<file path="config.mk">
export PLATFORM = sky130hd
export DESIGN_NAME = spi_mem_seq
export DESIGN_NICKNAME = d
export VERILOG_FILES = /design/src/rtl/spi_mem_seq.sv
export SDC_FILE = /design/constraint.sdc
export NUM_CORES = 1
export LEC_CHECK = 0
export ABC_AREA = 1
export BUFFER_PORTS_ARGS = -buffer_cell sky130_fd_sc_hd__clkbuf_2
export CORE_MARGIN = 2
export CORE_UTILIZATION = 58
export DETAILED_ROUTE_END_ITERATION = 8
export PLACE_DENSITY_LB_ADDON = 0.25
export SYNTH_ARGS = -nofsm -noshare
export SYNTH_HDL_FRONTEND = slang
export SYNTH_SLANG_ARGS = --single-unit
</file>
<file path="constraint.sdc">
create_clock -name clk -period 2.85 [get_ports clk]
set_clock_uncertainty 0.1 [all_clocks]
set_input_delay 0.1425 -clock clk [delete_from_list [all_inputs] [get_ports clk]]
set_output_delay 0.1425 -clock clk [all_outputs]
set_load 0.02 [all_outputs]
</file>
<file path="src/rtl/spi_mem_seq.sv">
module spi_mem_seq #(
  parameter int LEN_W  = 16,
  parameter int LOOP_W = 8,
  parameter int BLEN_W = 4
) (
  input  logic              clk,
  input  logic              rst_n,
  input  logic              start,
  input  logic              resume,
  input  logic [BLEN_W-1:0] cmd_len,
  input  logic [BLEN_W-1:0] ad_len,
  input  logic              no_data,
  input  logic [1:0]        pin_mode,
  input  logic              xmode,
  input  logic              rx_dir,
  input  logic              pause_en,
  input  logic              tx_lsb,
  input  logic              rx_lsb,
  input  logic [LEN_W-1:0]  pkt_len_m1,
  input  logic [LOOP_W-1:0] pkt_loop_m1,
  input  logic              shift_en,
  input  logic              tx_valid,
  input  logic [7:0]        tx_data,
  output logic              tx_ready,
  output logic              rx_valid,
  output logic [7:0]        rx_data,
  input  logic [3:0]        sio_in,
  output logic [3:0]        sio_out,
  output logic [3:0]        sio_oe,
  output logic              busy,
  output logic              paused,
  output logic              done
);

  localparam logic [1:0] LANE1 = 2'd0;
  localparam logic [1:0] LANE2 = 2'd1;
  localparam logic [1:0] LANE4 = 2'd2;

  typedef enum logic [2:0] {S_IDLE, S_CMD, S_AD, S_DATA, S_PAUSE} st_t;

  st_t               st, nxt, after_cmd, after_ad, first_st;
  logic [BLEN_W-1:0] c_cmd_len, c_ad_len;
  logic              c_nodata, c_xmode, c_rx, c_pause, c_txlsb, c_rxlsb;
  logic [1:0]        c_pm;
  logic [LEN_W-1:0]  c_plen, bcnt;
  logic [LOOP_W-1:0] c_ploop, pcnt;
  logic [7:0]        sh, sh_next, rsh, rsh_next;
  logic [2:0]        scnt, last_step;
  logic [1:0]        mode;
  logic              loaded, done_r, rx_valid_r;
  logic [7:0]        rx_data_r;
  logic              tx_phase, rx_phase, step, byte_end, phase_last, pkt_last;

  function automatic logic [7:0] rev8(input logic [7:0] b);
    for (int i = 0; i < 8; i++) rev8[i] = b[7-i];
  endfunction

  assign tx_phase = (st == S_CMD) || (st == S_AD) || (st == S_DATA && !c_rx);
  assign rx_phase = (st == S_DATA) && c_rx;
  assign tx_ready = tx_phase && !loaded;
  assign step     = shift_en && (rx_phase || (tx_phase && loaded));
  assign byte_end = step && (scnt == last_step);
  assign pkt_last = (pcnt == c_ploop);
  assign busy     = (st != S_IDLE);
  assign paused   = (st == S_PAUSE);
  assign done     = done_r;
  assign rx_valid = rx_valid_r;
  assign rx_data  = rx_data_r;

  always_comb begin
    logic [1:0] pm_eff;
    pm_eff = (c_pm == 2'd3) ? LANE1 : c_pm;
    case (st)
      S_CMD:   mode = LANE1;
      S_AD:    mode = c_xmode ? LANE1 : pm_eff;
      default: mode = pm_eff;
    endcase
  end

  always_comb begin
    case (mode)
      LANE1: begin
        last_step = 3'd7;
        sh_next   = {sh[6:0], 1'b0};
        rsh_next  = {rsh[6:0], sio_in[1]};
        sio_out   = {3'b000, sh[7]};
        sio_oe    = tx_phase ? 4'b0001 : 4'b0000;
      end
      LANE2: begin
        last_step = 3'd3;
        sh_next   = {sh[5:0], 2'b00};
        rsh_next  = {rsh[5:0], sio_in[1:0]};
        sio_out   = {2'b00, sh[7:6]};
        sio_oe    = tx_phase ? 4'b0011 : 4'b0000;
      end
      default: begin
        last_step = 3'd1;
        sh_next   = {sh[3:0], 4'b0000};
        rsh_next  = {rsh[3:0], sio_in};
        sio_out   = sh[7:4];
        sio_oe    = tx_phase ? 4'b1111 : 4'b0000;
      end
    endcase
    if (!tx_phase) sio_out = 4'b0000;
  end

  always_comb begin
    after_cmd = (c_ad_len != '0) ? S_AD : (c_nodata ? S_IDLE : S_DATA);
    after_ad  = c_nodata ? S_IDLE : S_DATA;
    first_st  = (cmd_len != '0) ? S_CMD :
                (ad_len != '0)  ? S_AD  :
                no_data         ? S_IDLE : S_DATA;
    case (st)
      S_CMD:   phase_last = (bcnt == LEN_W'(c_cmd_len) - LEN_W'(1));
      S_AD:    phase_last = (bcnt == LEN_W'(c_ad_len) - LEN_W'(1));
      default: phase_last = (bcnt == c_plen);
    endcase
    case (st)
      S_CMD:   nxt = after_cmd;
      S_AD:    nxt = after_ad;
      S_DATA:  nxt = pkt_last ? S_IDLE : (c_pause ? S_PAUSE : S_DATA);
      default: nxt = st;
    endcase
  end

  always_ff @(posedge clk or negedge rst_n) begin
    if (!rst_n) begin
      st         <= S_IDLE;
      c_cmd_len  <= '0;
      c_ad_len   <= '0;
      c_nodata   <= 1'b0;
      c_xmode    <= 1'b0;
      c_rx       <= 1'b0;
      c_pause    <= 1'b0;
      c_txlsb    <= 1'b0;
      c_rxlsb    <= 1'b0;
      c_pm       <= LANE1;
      c_plen     <= '0;
      c_ploop    <= '0;
      bcnt       <= '0;
      pcnt       <= '0;
      sh         <= '0;
      rsh        <= '0;
      scnt       <= '0;
      loaded     <= 1'b0;
      done_r     <= 1'b0;
      rx_valid_r <= 1'b0;
      rx_data_r  <= '0;
    end else begin
      rx_valid_r <= 1'b0;
      case (st)
        S_IDLE: if (start) begin
          c_cmd_len <= cmd_len;
          c_ad_len  <= ad_len;
          c_nodata  <= no_data;
          c_xmode   <= xmode;
          c_rx      <= rx_dir;
          c_pause   <= pause_en;
          c_txlsb   <= tx_lsb;
          c_rxlsb   <= rx_lsb;
          c_pm      <= pin_mode;
          c_plen    <= pkt_len_m1;
          c_ploop   <= pkt_loop_m1;
          bcnt      <= '0;
          pcnt      <= '0;
          scnt      <= '0;
          loaded    <= 1'b0;
          st        <= first_st;
          done_r    <= (first_st == S_IDLE);
        end
        S_PAUSE: if (resume) st <= S_DATA;
        default: begin
          if (tx_ready && tx_valid) begin
            sh     <= c_txlsb ? rev8(tx_data) : tx_data;
            loaded <= 1'b1;
          end
          if (step) begin
            scnt <= scnt + 3'd1;
            sh   <= sh_next;
            rsh  <= rsh_next;
            if (byte_end) begin
              scnt   <= '0;
              loaded <= 1'b0;
              if (rx_phase) begin
                rx_valid_r <= 1'b1;
                rx_data_r  <= c_rxlsb ? rev8(rsh_next) : rsh_next;
              end
              if (!phase_last) begin
                bcnt <= bcnt + 1'b1;
              end else begin
                bcnt <= '0;
                st   <= nxt;
                if (nxt == S_IDLE) done_r <= 1'b1;
                if (st == S_DATA && !pkt_last) pcnt <= pcnt + 1'b1;
              end
            end
          end
        end
      endcase
    end
  end

endmodule

</file>
Word level (Yosys, flattened, before mapping)
Index checks and enable logic that the tools add are counted. Widths: inputs -> output; s select.

Register bits after elaboration: 96. Bits of input ports: 58. Logic and storage cells: 144.

$add $sub $neg: 5. Eq/ne operators: 13. Mux-type cells: 61. Bitwise operators: 2. Reduce and logical (&&, ||, !) cells: 42.

Operators by type and width (count): $mux 8 (9); $mux 16 (4); $eq 16x16->1 (3); $pmux 8 s2 (3); $mux 3 (11); $pmux 16 s2 (1); $pmux 3 s2 (3); $add 16x1->16 const B (1); $pmux 4 s2 (2); $mux 1 (14); $mux 2 (7); $reduce_and 6->1 (2); $reduce_bool 2->1 (6); $reduce_bool 3->1 (4); $reduce_bool 4->1 (3); $sub 4x1->5 const B (2); $logic_not 3->1 (3); $pmux 3 s3 (1); $add 8x1->8 const B (1); $eq 8x8->1 (1); $logic_and 1x1->1 (8); $mux 4 (2); $reduce_and 2->1 (4); $reduce_and 4->1 (2); 17 further kinds (26).

Longest topological paths before layout
Gate-level depths: netlist of the first run.

Word-level depth: 11. Mapped depth: 18. Gate-level depth less buffers: 17.

Least setup slack after synthesis of the first run
No wires, ideal clock.

Kind: register to register. Start point: register st[2]. End point: register sh[6]. Library setup time: 82 ps. Arrival time: 2094 ps. Data required time: 2668 ps. Slack: 574 ps. Stages on the path, launching flop included: 13. Clock period less this slack: 2276 ps. Path through: dfrtp_1 > inv_2 > nand3_2 > nand2_4 > inv_1 > nand2_1 > inv_1 > nor2_1 > nand2_1 > nand2_1 > clkbuf_1 > nor2_1 > a31oi_1.

RTL lines: start, declared (line 41) `st_t st, nxt, after_cmd, after_ad, first_st;`; start signal, assigned (line 168) `st <= first_st;`; start signal, assigned (line 192) `st <= nxt;`; $eq 3x1->1 / $eq 3x2->1 (equally long branches) (line 58) `assign tx_phase = (st == S_CMD) || (st == S_AD) || (st == S_DATA && !c_rx);`; $logic_or 1x1->1 / $logic_and 1x1->1 (equally long branches) (line 58); $logic_or 1x1->1 * (line 58); net tx_phase (line 52) `logic tx_phase, rx_phase, step, byte_end, phase_last, pkt_last;`; $logic_and 1x1->1 * (line 60) `assign tx_ready = tx_phase && !loaded;`; net tx_ready (line 24) `output logic tx_ready,`; $logic_and 1x1->1 * (line 173) `if (tx_ready && tx_valid) begin`; $reduce_bool 2->1 (no source line) *; $reduce_and 2->1 (no source line) *; end signal, assigned (line 174) `sh <= c_txlsb ? rev8(tx_data) : tx_data;`; end signal, assigned (line 179) `sh <= sh_next;`; end, declared (line 47) `logic [7:0] sh, sh_next, rsh, rsh_next;`.

Mark *: on every way through the listed nets, which the timed path passes. The rest lies on a longest branch. A chain may end at the register's enable or synchronous reset.

Worst setup path in the final report of the first run
Start point: register st[2]. End point: output sio_out[0].

Word-level cells in the longest chain between the ends: 5.

Ends and longest elaborated chain: $eq 3x2->1 / $eq 3x1->1 (equally long branches) (line 58, 73); $pmux 2 s2 (line 73) `case (st)`; $eq 2x1->1 / $logic_not 2->1 (equally long branches) (line 81) `case (mode)`; $pmux 4 s2 (line 81); $mux 4 * (line 104) `if (!tx_phase) sio_out = 4'b0000;`; end, declared (line 28) `output logic [3:0] sio_out,`.

Mark *: on every way between the ends. The rest lies on a longest branch, timed or not.

==> results.py, run 1 <==
metrics = {
    "outcome": {
        "status": "finished, final reports clean",
    },
    "critical_path": {
        "critPathCaptureType": "primary output",
        "worst-setup-path-type": "flop to primary output",
        "crit_required_ps": 2610,
        "crit_path_max_fanout": 12,
        "startpoint_type": "flop",
        "worstPathArrival_ps": 2460,
    },
    "clock_tree": {
        "htreeDepth": 3,
        "clock_latency_ps": 380,
        "cts-root-buf": "clkbuf_8",
        "cts.path.max_buffers": 2,
        "numCtsBuffers": 9,
        "cts_tree": "built",
        "cts_sinks": 96,
        "cts.clk_slew.worst_paths_ps": 90,
    },
    "finish": {
        "layout_common_cells": "nand2_1 (282), dfrtp_1 (96), clkbuf_2 (77)",
        "nets": 982,
        "drive_above_1_share_pct": 15.8,
        "areaGrowthSynthToFinish_pct": 20.7,
        "mostFrequentLayoutCell": "nand2_1",
        "antenna_cells": 0,
    },
    "detailed_routing": {
        "drt_wl_total_microns": 14800,
        "postRouteAntennaNets": 0,
        "drt_pre_antenna_iters": 5,
        "drt_iter0_drc": 403,
        "drc": 0,
        "via_count": 5707,
        "wl_per_cell_microns": 14.0,
        "via_per_inst": 5.40,
    },
    "floorplanning": {
        "core-area_sq_um": 9680,
        "top_level_ports": 79,
        "start_util_pct": 59.3,
        "die_w_microns": 103,
        "die_h_microns": 103,
        "die_area_sq_um": 10700,
        "rows": 36,
    },
    "sta": {
        "final.setup.tns_ps": 0,
        "finalMaxSlewViolations": 0,
        "relSlewSlack_pct": 59.2,
        "worst_slew_pin_slew_ps": 612,
        "hold_violations": 0,
        "min_period_ps": 2700,
        "post-route-period-util_pct": 94.7,
        "rsz0062_at_grt": "false",
        "whs_ps": 27.6,
        "fmax_mhz": 370,
        "setup_violations": 0,
    },
    "pwr": {
        "switchingPower_w": 0.00369,
        "p_comb_share_pct": 58.3,
        "power_frac_clock_pct": 11.5,
        "power_frac_seq_pct": 30.2,
        "power.density_nw_per_um2": 1060,
        "ir_drop_mv": 0.505,
        "switching_share_pct": 50.2,
        "p_int_w": 0.00366,
        "p_leak_nw": 3.56,
    },
    "grt": {
        "grtUsageMet1_pct": 42.6,
        "grt_max_degree": 52,
        "grt_first_pass_wirelength_microns": 24700,
        "gr-max-usage-layer": "met2",
        "antenna_found_initial": 0,
        "grt_util_met3_pct": 3.23,
        "grt_usage_pct": 29.7,
        "grt_overflow": 0,
        "grt_pass1_vias": 5197,
        "grtUsageMet2_pct": 47.3,
    },
    "yosys": {
        "synth.net_count": 862,
        "ys_ff_latch": 96,
        "ys_types": 43,
        "ys_seq_area_share_pct": 41.9,
        "synth-warning-count": 0,
        "netlist_instances": 799,
        "synth_area_sq_um": 5740,
        "avgSynthCellArea_sq_um": 7.18,
    },
    "flow_run": {
        "max_cap_viol_count": 0,
    },
    "placed_design": {
        "dp_hpwl_microns": 10500,
        "io_buffers": 78,
        "place.gp.congestion": 0.988,
    },
    "worst_hold_path": {
        "hold_path_class": "input pin to flop",
    },
}
[worst max-delay path, cell delays in order (launching register included)]
cell and delay (ps):
dfrtp_1 450, inv_2 150, nand3_2 170, nand2_4 140, o21ai_2 100, o21ai_1 170, buf_6 210, clkinvlp_4 190
o22ai_1 140, o21ai_0 100, inv_1 80, clkbuf_2 170
[path summary, 6_finish.rpt]
| path | start | end | slack (ps) | depth (start not counted) |
|---|---|---|---|---|
| min | tx_data[4] | sh[4] | 30 | 3 |
| max | st[2] | sio_out[0] | 150 | 11 |
| min in group asynchronous | rst_n | rx_data[5] | 200 | 2 |
| min reg2reg | c_ploop[4] | c_ploop[4] | 400 | 2 |
| max in group asynchronous | rst_n | pcnt[5] | 1740 | 3 |
| max reg2reg | st[2] | pcnt[3] | 230 | 17 |
[repair_timing]
action | 4_1_cts | 5_1_grt
endpoints found under the hold margin | 86 | 0
hold buffers | 42 | 0
endpoints found under the setup margin | 0 | 21
buffers inserted | 0 | 1
gates resized for setup | 0 | 3
[synth_stat cells, drive strengths merged]
| cell | instances | area, sq um |
|---|---|---|
| xnor2 | 10 | 87.6 |
| nor3b | 1 | 7.51 |
| xor2 | 8 | 70.1 |
| nand3b | 2 | 15.0 |
| a221oi | 2 | 17.5 |
| nor4 | 3 | 18.8 |
| or2 | 16 | 100 |
| inv | 80 | 300 |
| nor3 | 5 | 25.0 |
| nor2 | 69 | 282 |
| o32ai | 1 | 8.76 |
| and2 | 1 | 6.26 |
| buf | 14 | 103 |
| mux2i | 1 | 10.0 |
| clkbuf | 16 | 60.1 |
| a21oi | 13 | 68.8 |
| ha | 5 | 62.6 |
| o221ai | 8 | 70.1 |
| o22ai | 7 | 43.8 |
| o21ai | 56 | 284 |
| dfrtp | 96 | 2400 |
| a31oi | 4 | 25.0 |
| nand3 | 57 | 313 |
| o311ai | 1 | 8.76 |
| clkinv | 1 | 5.00 |
| o211ai | 8 | 60.1 |
| nand2 | 289 | 1130 |
| nand4 | 24 | 150 |
| o21bai | 1 | 7.51 |
[kinds of logic (layout without fill, tap and decap cells)]
kind of cell,Yosys count,after routing,share of synthesized area [%]
and+or+nand+nor,467,467,35.6
muxes,1,1,0.174
adders and majority gates,5,5,1.09
xor gates and xnor gates,18,18,2.75
AOI/OAI and AO/OA,101,101,10.4
DFF,96,96,41.9
buffers and inverters,111,236,8.16
[layer usage]
layer  part of all wire [%]  vias up
met3                    6.3       22
met5                      0        -
met2                     47      219
met1                     45     2638
met4                    1.8        0
li1                       -     2828
[stage by stage]
stage	utilization [%]	setup WS, ps	instance area (sq um)	power [W]	instances
2_1_floorplan	-	574	5740	0.00529	799
3_3_place_gp	65.1	245	6300	0.00624	998
3_5_place_dp	65.1	144	6300	0.00635	998
4_1_cts	71.3	115	6900	0.00726	1056
5_1_grt	71.5	2.69	6930	0.00800	1057
6_report	71.5	150	6930	0.00734	1057
[power groups by stage]
stage	logic [W]	clock network (W)	registers (W)
final	0.00428	0.000845	0.00222
after global routing	0.00482	0.000924	0.00226
after CTS	0.00419	0.000868	0.00221
after detailed placement	0.00412	0	0.00223
after global placement	0.00402	0	0.00221
after floorplan	0.00320	0	0.00210
[registers in the layout, summed over array words and instances (netlist names), 4 cells and up]
name,flops
c_plen,16
pcnt,8
c_ploop,8
c_cmd_len,4
sh,8
bcnt,16
rx_data,8
c_ad_len,4
rsh,7
[cell type report]
cell class	instances	area [sq um]
clock buffers	10	138
multi-input cells	592	2880
well taps	133	166
fillers	831	2760
inverters	81	309
repair buffers	139	985
clock inverters	6	45.0
flip-flops and latches	96	2400
No activity file was read; power rests on OpenSTA's default activity.
==> run 2: changes to the inputs <==
--- a/config.mk
+++ b/config.mk
@@ -5,7 +5,7 @@
 export SDC_FILE = /design/constraint.sdc
 export NUM_CORES = 1
 export LEC_CHECK = 0
-export ABC_AREA = 1
+export ABC_AREA = 0
 export BUFFER_PORTS_ARGS = -buffer_cell sky130_fd_sc_hd__clkbuf_2
 export CORE_MARGIN = 2
 export CORE_UTILIZATION = 58
==> run 2 against run 1 <==
Net effect: the flow now finishes with violations (setup timing); count of clock-buffer cells in the layout up 1; first-iteration DRC count rose by 4.0%; utilization rose by 6.5 points; sequential cell count is the same; global-route usage up 0.59 points; final area grew 8.6%; sequential share of layout area down 2.7 points; critical endpoint is now pcnt[4]; highest routed layer unchanged.
==> results.py, run 2 <==
metrics = {
    "placed_design": {
        "dp_slack_ps": -359,
        "place.gp.congestion": 0.956,
        "io_buffers": 78,
        "dp_hpwl_microns": 10600,
        "place_inst": 900,
    },
    "clock_tree": {
        "htreeDepth": 3,
        "numCtsBuffers": 9,
        "cts_tree": "built",
        "cts.path.max_buffers": 2,
        "cts_sinks": 96,
        "cts-root-buf": "clkbuf_8",
        "clock_latency_ps": 390,
        "cts.clk_slew.worst_paths_ps": 90,
    },
    "sta": {
        "setup_violations": 26,
        "min_period_ps": 3120,
        "setup_slack_ps": -272,
        "rsz0062_at_grt": "true",
        "relSlewSlack_pct": 34.0,
        "finalMaxSlewViolations": 0,
        "hold_violations": 0,
        "fmax_mhz": 320,
        "worst_slew_pin_slew_ps": 981,
        "post-route-period-util_pct": 110,
    },
    "finish": {
        "reg.largest.list": "bcnt (16), c_plen (16)",
        "layout_common_cells": "nand2_1 (169), dfrtp_1 (96), clkbuf_2 (76)",
        "drive_above_1_share_pct": 25.3,
        "num-fill-cells": 689,
        "areaGrowthSynthToFinish_pct": 32.3,
        "nets": 899,
        "mostFrequentLayoutCell": "nand2_1",
        "antenna_cells": 0,
        "instances_no_fill": 974,
    },
    "grt": {
        "grt_first_pass_wirelength_microns": 24600,
        "grt_overflow": 0,
        "antenna_found_initial": 0,
        "grt_pass1_vias": 5062,
        "grt_max_degree": 49,
        "grt_usage_pct": 30.3,
    },
    "yosys": {
        "synth.net_count": 739,
        "yosysMostFrequentCell": "nand2_1",
        "ys_top_cells_by_area": "dfrtp_1 (42%), nand2_1 (11%), mux2i_1 (5.3%), o21ai_0 (4.1%), nor2_1 (3.7%)",
        "synth_area_sq_um": 5690,
        "avgSynthCellArea_sq_um": 8.41,
        "synth_edf_count": 0,
        "async_flop_share_pct": 100,
        "ys_ff_latch": 96,
        "ys.flop_type": "dfrtp_1",
        "yosysTopAreaCell": "dfrtp_1",
        "netlist.area_leader.share_pct": 42.3,
        "synth_common_cells": "nand2_1 (170), dfrtp_1 (96), nor2_1 (56)",
        "ys_seq_area_share_pct": 42.3,
        "synth-warning-count": 0,
        "ys_types": 71,
        "netlist_instances": 676,
    },
    "detailed_routing": {
        "wl_per_cell_microns": 16.6,
        "drc": 0,
        "via_per_inst": 5.75,
        "drt_iter0_drc": 419,
        "drt_wl_total_microns": 16200,
        "drt_pre_antenna_iters": 5,
        "postRouteAntennaNets": 0,
        "via_count": 5601,
    },
    "critical_path": {
        "worst-setup-path-type": "flop to flop",
        "slowest_delay_ps": 420,
        "crit_path_max_fanout": 6,
        "crit_required_ps": 3080,
        "critPathCaptureType": "flop",
        "crit_chain": "inv_2 -> ha_4 -> nor3b_4 -> o32a_4 -> o21ai_1 -> a222oi_1 -> nor4b_4 -> nand4_4 -> and2_4 -> or4_1 -> nand2_1",
        "critPathSlowestCell": "dfrtp_1",
        "worstPathArrival_ps": 3350,
        "startpoint_type": "flop",
    },
    "floorplanning": {
        "die_h_microns": 103,
        "rows": 36,
        "top_level_ports": 79,
        "core-area_sq_um": 9640,
        "start_util_pct": 59.0,
        "die_w_microns": 103,
        "die_area_sq_um": 10600,
    },
    "pwr": {
        "p_leak_nw": 3.49,
        "ir_drop_mv": 0.588,
        "power.density_nw_per_um2": 1080,
        "p_total_w": 0.00812,
    },
    "outcome": {
        "violations": "setup timing",
        "status": "finished, violations left",
    },
    "flow_run": {
        "max_cap_viol_count": 0,
    },
    "worst_hold_path": {
        "hold_path_class": "input pin to flop",
    },
}
-- run 2: cell types whose count changed after synthesis, moves of 14 or more --
cell / change
a21oi_1: +16
nand3_1: -38
mux2i_1: +29
nand2_1: -112
inv_1: -57
nand4_1: -14
-- run 2: cell type report --
cell class                 instances  area [sq um]  share of cell area (%)
timing repair buffer             188          1410                    18.7
clock inverter                     5          41.3                   0.549
multi-input combinational        523          3310                    44.0
sequential                        96          2400                    31.9
clock buffer                      11           131                    1.75
tap                              133           166                    2.21
inverter                          18          67.6                   0.899
-- run 2: timing repair --
| item | 4_1_cts | 5_1_grt |
|---|---|---|
| setup buffers | 10 | 6 |
| hold buffers | 43 | 0 |
| hold endpoints to repair | 87 | 0 |
| pin swaps | 6 | 23 |
| endpoints found under the setup margin | 41 | 34 |
| resized for setup | 24 | 45 |
-- run 2: kinds of logic after synthesis --
| group | synth area share, % |
|---|---|
| flops | 42.3 |
| xor+xnor | 3.68 |
| fa+ha+maj | 1.10 |
| simple gates | 24.6 |
| mux | 5.88 |
| buf+inv | 4.42 |
| compound gates | 18.1 |
-- run 2: routing by layer --
layer,wire length [microns],GRT usage (%)
met1,7010,42.0
met2,7850,48.5
met3,993,6.98
met4,314,7.69
met5,0,0
-- run 2: final timing paths --
path | start | to | slack [ps] | cells past startpoint
worst max-delay path | c_ad_len[1] | pcnt[4] | -270 | 11
worst min-delay path | tx_data[6] | sh[6] | 50 | 5
worst max register to register | c_ad_len[1] | pcnt[4] | -270 | 11
worst min register to register | rsh[6] | rsh[6] | 400 | 2
max in group asynchronous | rst_n | c_pm[0] | 1770 | 3
min in group asynchronous | rst_n | c_ad_len[0] | 210 | 2
-- run 2: per-stage QoR --
| stage | area (sq um) | utilization, % | setup TNS, ps | hold slack [ps] |
|---|---|---|---|---|
| CTS | 7310 | 75.8 | -1570 | 38.8 |
| detailed placement | 6520 | 67.7 | -5770 | 93.9 |
| global route | 7520 | 78.0 | -9580 | 66.8 |
| finish | 7520 | 78.0 | -3750 | 53.0 |
| global placement | 6520 | 67.7 | -3490 | 91.8 |
| floorplan | 5710 | - | -46.6 | -253 |
-- run 2: critical path, delay by kind of cell (launching register included) --
kind / cells / cell delay [ps]
AOI/OAI and AO/OA: 3 / 770
and+or+nand+nor: 6 / 1540
DFF: 1 / 420
buffers and inverters: 1 / 90
adders and majority gates: 1 / 130
-- run 2: where the power goes --
part | leakage, nW | internal, W | switching (W)
logic | 2.18 | 0.00217 | 0.00269
registers | 1.23 | 0.00186 | 0.000558
clock network | 0.0805 | 0.000326 | 0.000509
==> run 3: changes to the inputs <==
--- a/config.mk
+++ b/config.mk
@@ -10,7 +10,7 @@
 export CORE_MARGIN = 2
 export CORE_UTILIZATION = 58
 export DETAILED_ROUTE_END_ITERATION = 8
-export PLACE_DENSITY_LB_ADDON = 0.25
+export PLACE_DENSITY_LB_ADDON = 0.2
 export SYNTH_ARGS = -nofsm -noshare
 export SYNTH_HDL_FRONTEND = slang
 export SYNTH_SLANG_ARGS = --single-unit
==> run 3 against run 2 <==
Net effect: the flow still finishes with violations (setup timing); power is 2.0% higher; combinational power hardly changed; clock power is 12% higher; wire length is 3.3% higher; hold slack worse by 24 ps; setup slack better by 16 ps; count of clock-buffer cells in the layout is 1 lower; via count is 1.2% higher; critical path depth is 1 higher; fmax is 0.52% higher; critical endpoint unchanged.
==> results.py, run 3 (synthesized netlist as in run 2, its figures left out) <==
metrics = {
    "clock_tree": {
        "htreeDepth": 3,
        "numCtsBuffers": 9,
        "cts.path.max_buffers": 2,
        "cts_tree": "built",
        "cts_sinks": 96,
        "cts-root-buf": "clkbuf_8",
        "cts.clk_slew.worst_paths_ps": 100,
        "clock_latency_ps": 380,
    },
    "detailed_routing": {
        "via_per_inst": 5.81,
        "drt_wl_total_microns": 16700,
        "wl_per_cell_microns": 17.1,
        "postRouteAntennaNets": 0,
        "drt_iter0_drc": 353,
        "drc": 0,
        "drt_pre_antenna_iters": 5,
        "via_count": 5670,
    },
    "critical_path": {
        "startpoint_type": "flop",
        "worstPathArrival_ps": 3320,
        "crit_required_ps": 3070,
        "crit_path_max_fanout": 5,
        "worst-setup-path-type": "flop to flop",
        "reg2regPathDepth": 12,
        "critPathCaptureType": "flop",
    },
    "sta": {
        "worst_slew_pin_slew_ps": 977,
        "min_period_ps": 3110,
        "setup_violations": 28,
        "setup_slack_ps": -256,
        "rsz0062_at_grt": "true",
        "finalMaxSlewViolations": 0,
        "fmax_mhz": 322,
        "relSlewSlack_pct": 34.2,
        "post-route-period-util_pct": 109,
        "hold_violations": 0,
    },
    "finish": {
        "nets": 901,
        "areaGrowthSynthToFinish_pct": 32.7,
        "drive_above_1_share_pct": 26.3,
        "antenna_cells": 0,
        "reg.largest.list": "bcnt (16), c_plen (16)",
        "instances_no_fill": 976,
        "mostFrequentLayoutCell": "nand2_1",
        "layout_common_cells": "nand2_1 (168), dfrtp_1 (96), clkbuf_2 (77)",
        "num-fill-cells": 669,
    },
    "grt": {
        "grt_first_pass_wirelength_microns": 26000,
        "grt_overflow": 0,
        "grt_usage_pct": 31.3,
        "grt_max_degree": 53,
        "antenna_found_initial": 0,
        "grt_pass1_vias": 5407,
    },
    "worst_hold_path": {
        "hold_path_class": "input pin to flop",
        "hold_depth": 3,
    },
    "outcome": {
        "violations": "setup timing",
        "status": "finished, violations left",
    },
    "floorplanning": {
        "die_h_microns": 103,
        "die_area_sq_um": 10600,
        "start_util_pct": 59.0,
        "top_level_ports": 79,
        "rows": 36,
        "die_w_microns": 103,
        "core-area_sq_um": 9640,
    },
    "placed_design": {
        "place_inst": 900,
        "place.gp.congestion": 0.887,
        "dp_hpwl_microns": 11000,
        "io_buffers": 78,
    },
    "pwr": {
        "ir_drop_mv": 0.560,
        "p_leak_nw": 3.52,
        "p_total_w": 0.00828,
        "power.density_nw_per_um2": 1100,
    },
    "flow_run": {
        "max_cap_viol_count": 0,
    },
}
==> run 3: layout make-up <==
class | count | area [sq um] | area share, %
flip-flops and latches | 96 | 2400 | 31.8
clock inverters | 6 | 58.8 | 0.779
well taps | 133 | 166 | 2.21
clock buffers | 10 | 138 | 1.82
multi-input cells | 523 | 3340 | 44.3
repair buffers | 190 | 1370 | 18.2
inverters | 18 | 67.6 | 0.895
==> run 3: path summary, 6_finish.rpt <==
check	start	to	slack, ps
hold / removal	tx_data[0]	sh[0]	30
setup reg to reg	st[0]	pcnt[4]	-260
setup / recovery	st[0]	pcnt[4]	-260
min in group asynchronous	rst_n	c_plen[6]	250
max in group asynchronous	rst_n	scnt[2]	1710
hold reg to reg	c_xmode	c_xmode	400
==> run 3: what timing repair did <==
| item | 4_1_cts | 5_1_grt |
|---|---|---|
| resized for setup | 22 | 38 |
| buffers inserted | 10 | 8 |
| hold endpoints to repair | 90 | 0 |
| pin swaps | 16 | 17 |
| hold buffers | 41 | 0 |
| setup endpoints to repair | 32 | 32 |
| gates cloned | 1 | 0 |
==> run 3: per-layer routing <==
metal	part of all wire, %	routed length (microns)	vias up	global-route usage [%]
met3	6.6	1110	40	5.76
met5	0	0	-	0
met1	43	7230	2712	41.7
met4	1.8	296	0	10.6
li1	-	-	2683	-
met2	48	8070	235	51.6
==> run 3: through the flow <==
step	util, %	setup TNS (ps)	cell area, sq um	setup WS [ps]	hold slack (ps)
after floorplan	-	-46.6	5710	-46.6	-253
after global placement	67.5	-1480	6500	-199	130
after detailed placement	67.5	-5530	6500	-396	135
after CTS	75.6	-2300	7280	-156	21.0
after global routing	78.3	-5870	7550	-298	43.3
final	78.3	-4300	7550	-256	29.2
==> run 3: worst max-delay path, cell delays in order, from the launching register on <==
cell and delay, ps:
dfrtp_1 440, buf_4 180, xnor2_4 200, buf_6 140
buf_4 130, o2111ai_2 130, a31oi_2 290, o21ai_2 100
a311oi_2 400, nand4_2 240, and2_4 220, or4_4 420
nand2_2 70
==> run 3: where the power goes <==
group	internal (W)	leakage, nW	switching [W]	total, W
Clock	0.000426	0.106	0.000510	0.000936
Sequential	0.00186	1.23	0.000588	0.00245
Combinational	0.00216	2.19	0.00273	0.00489
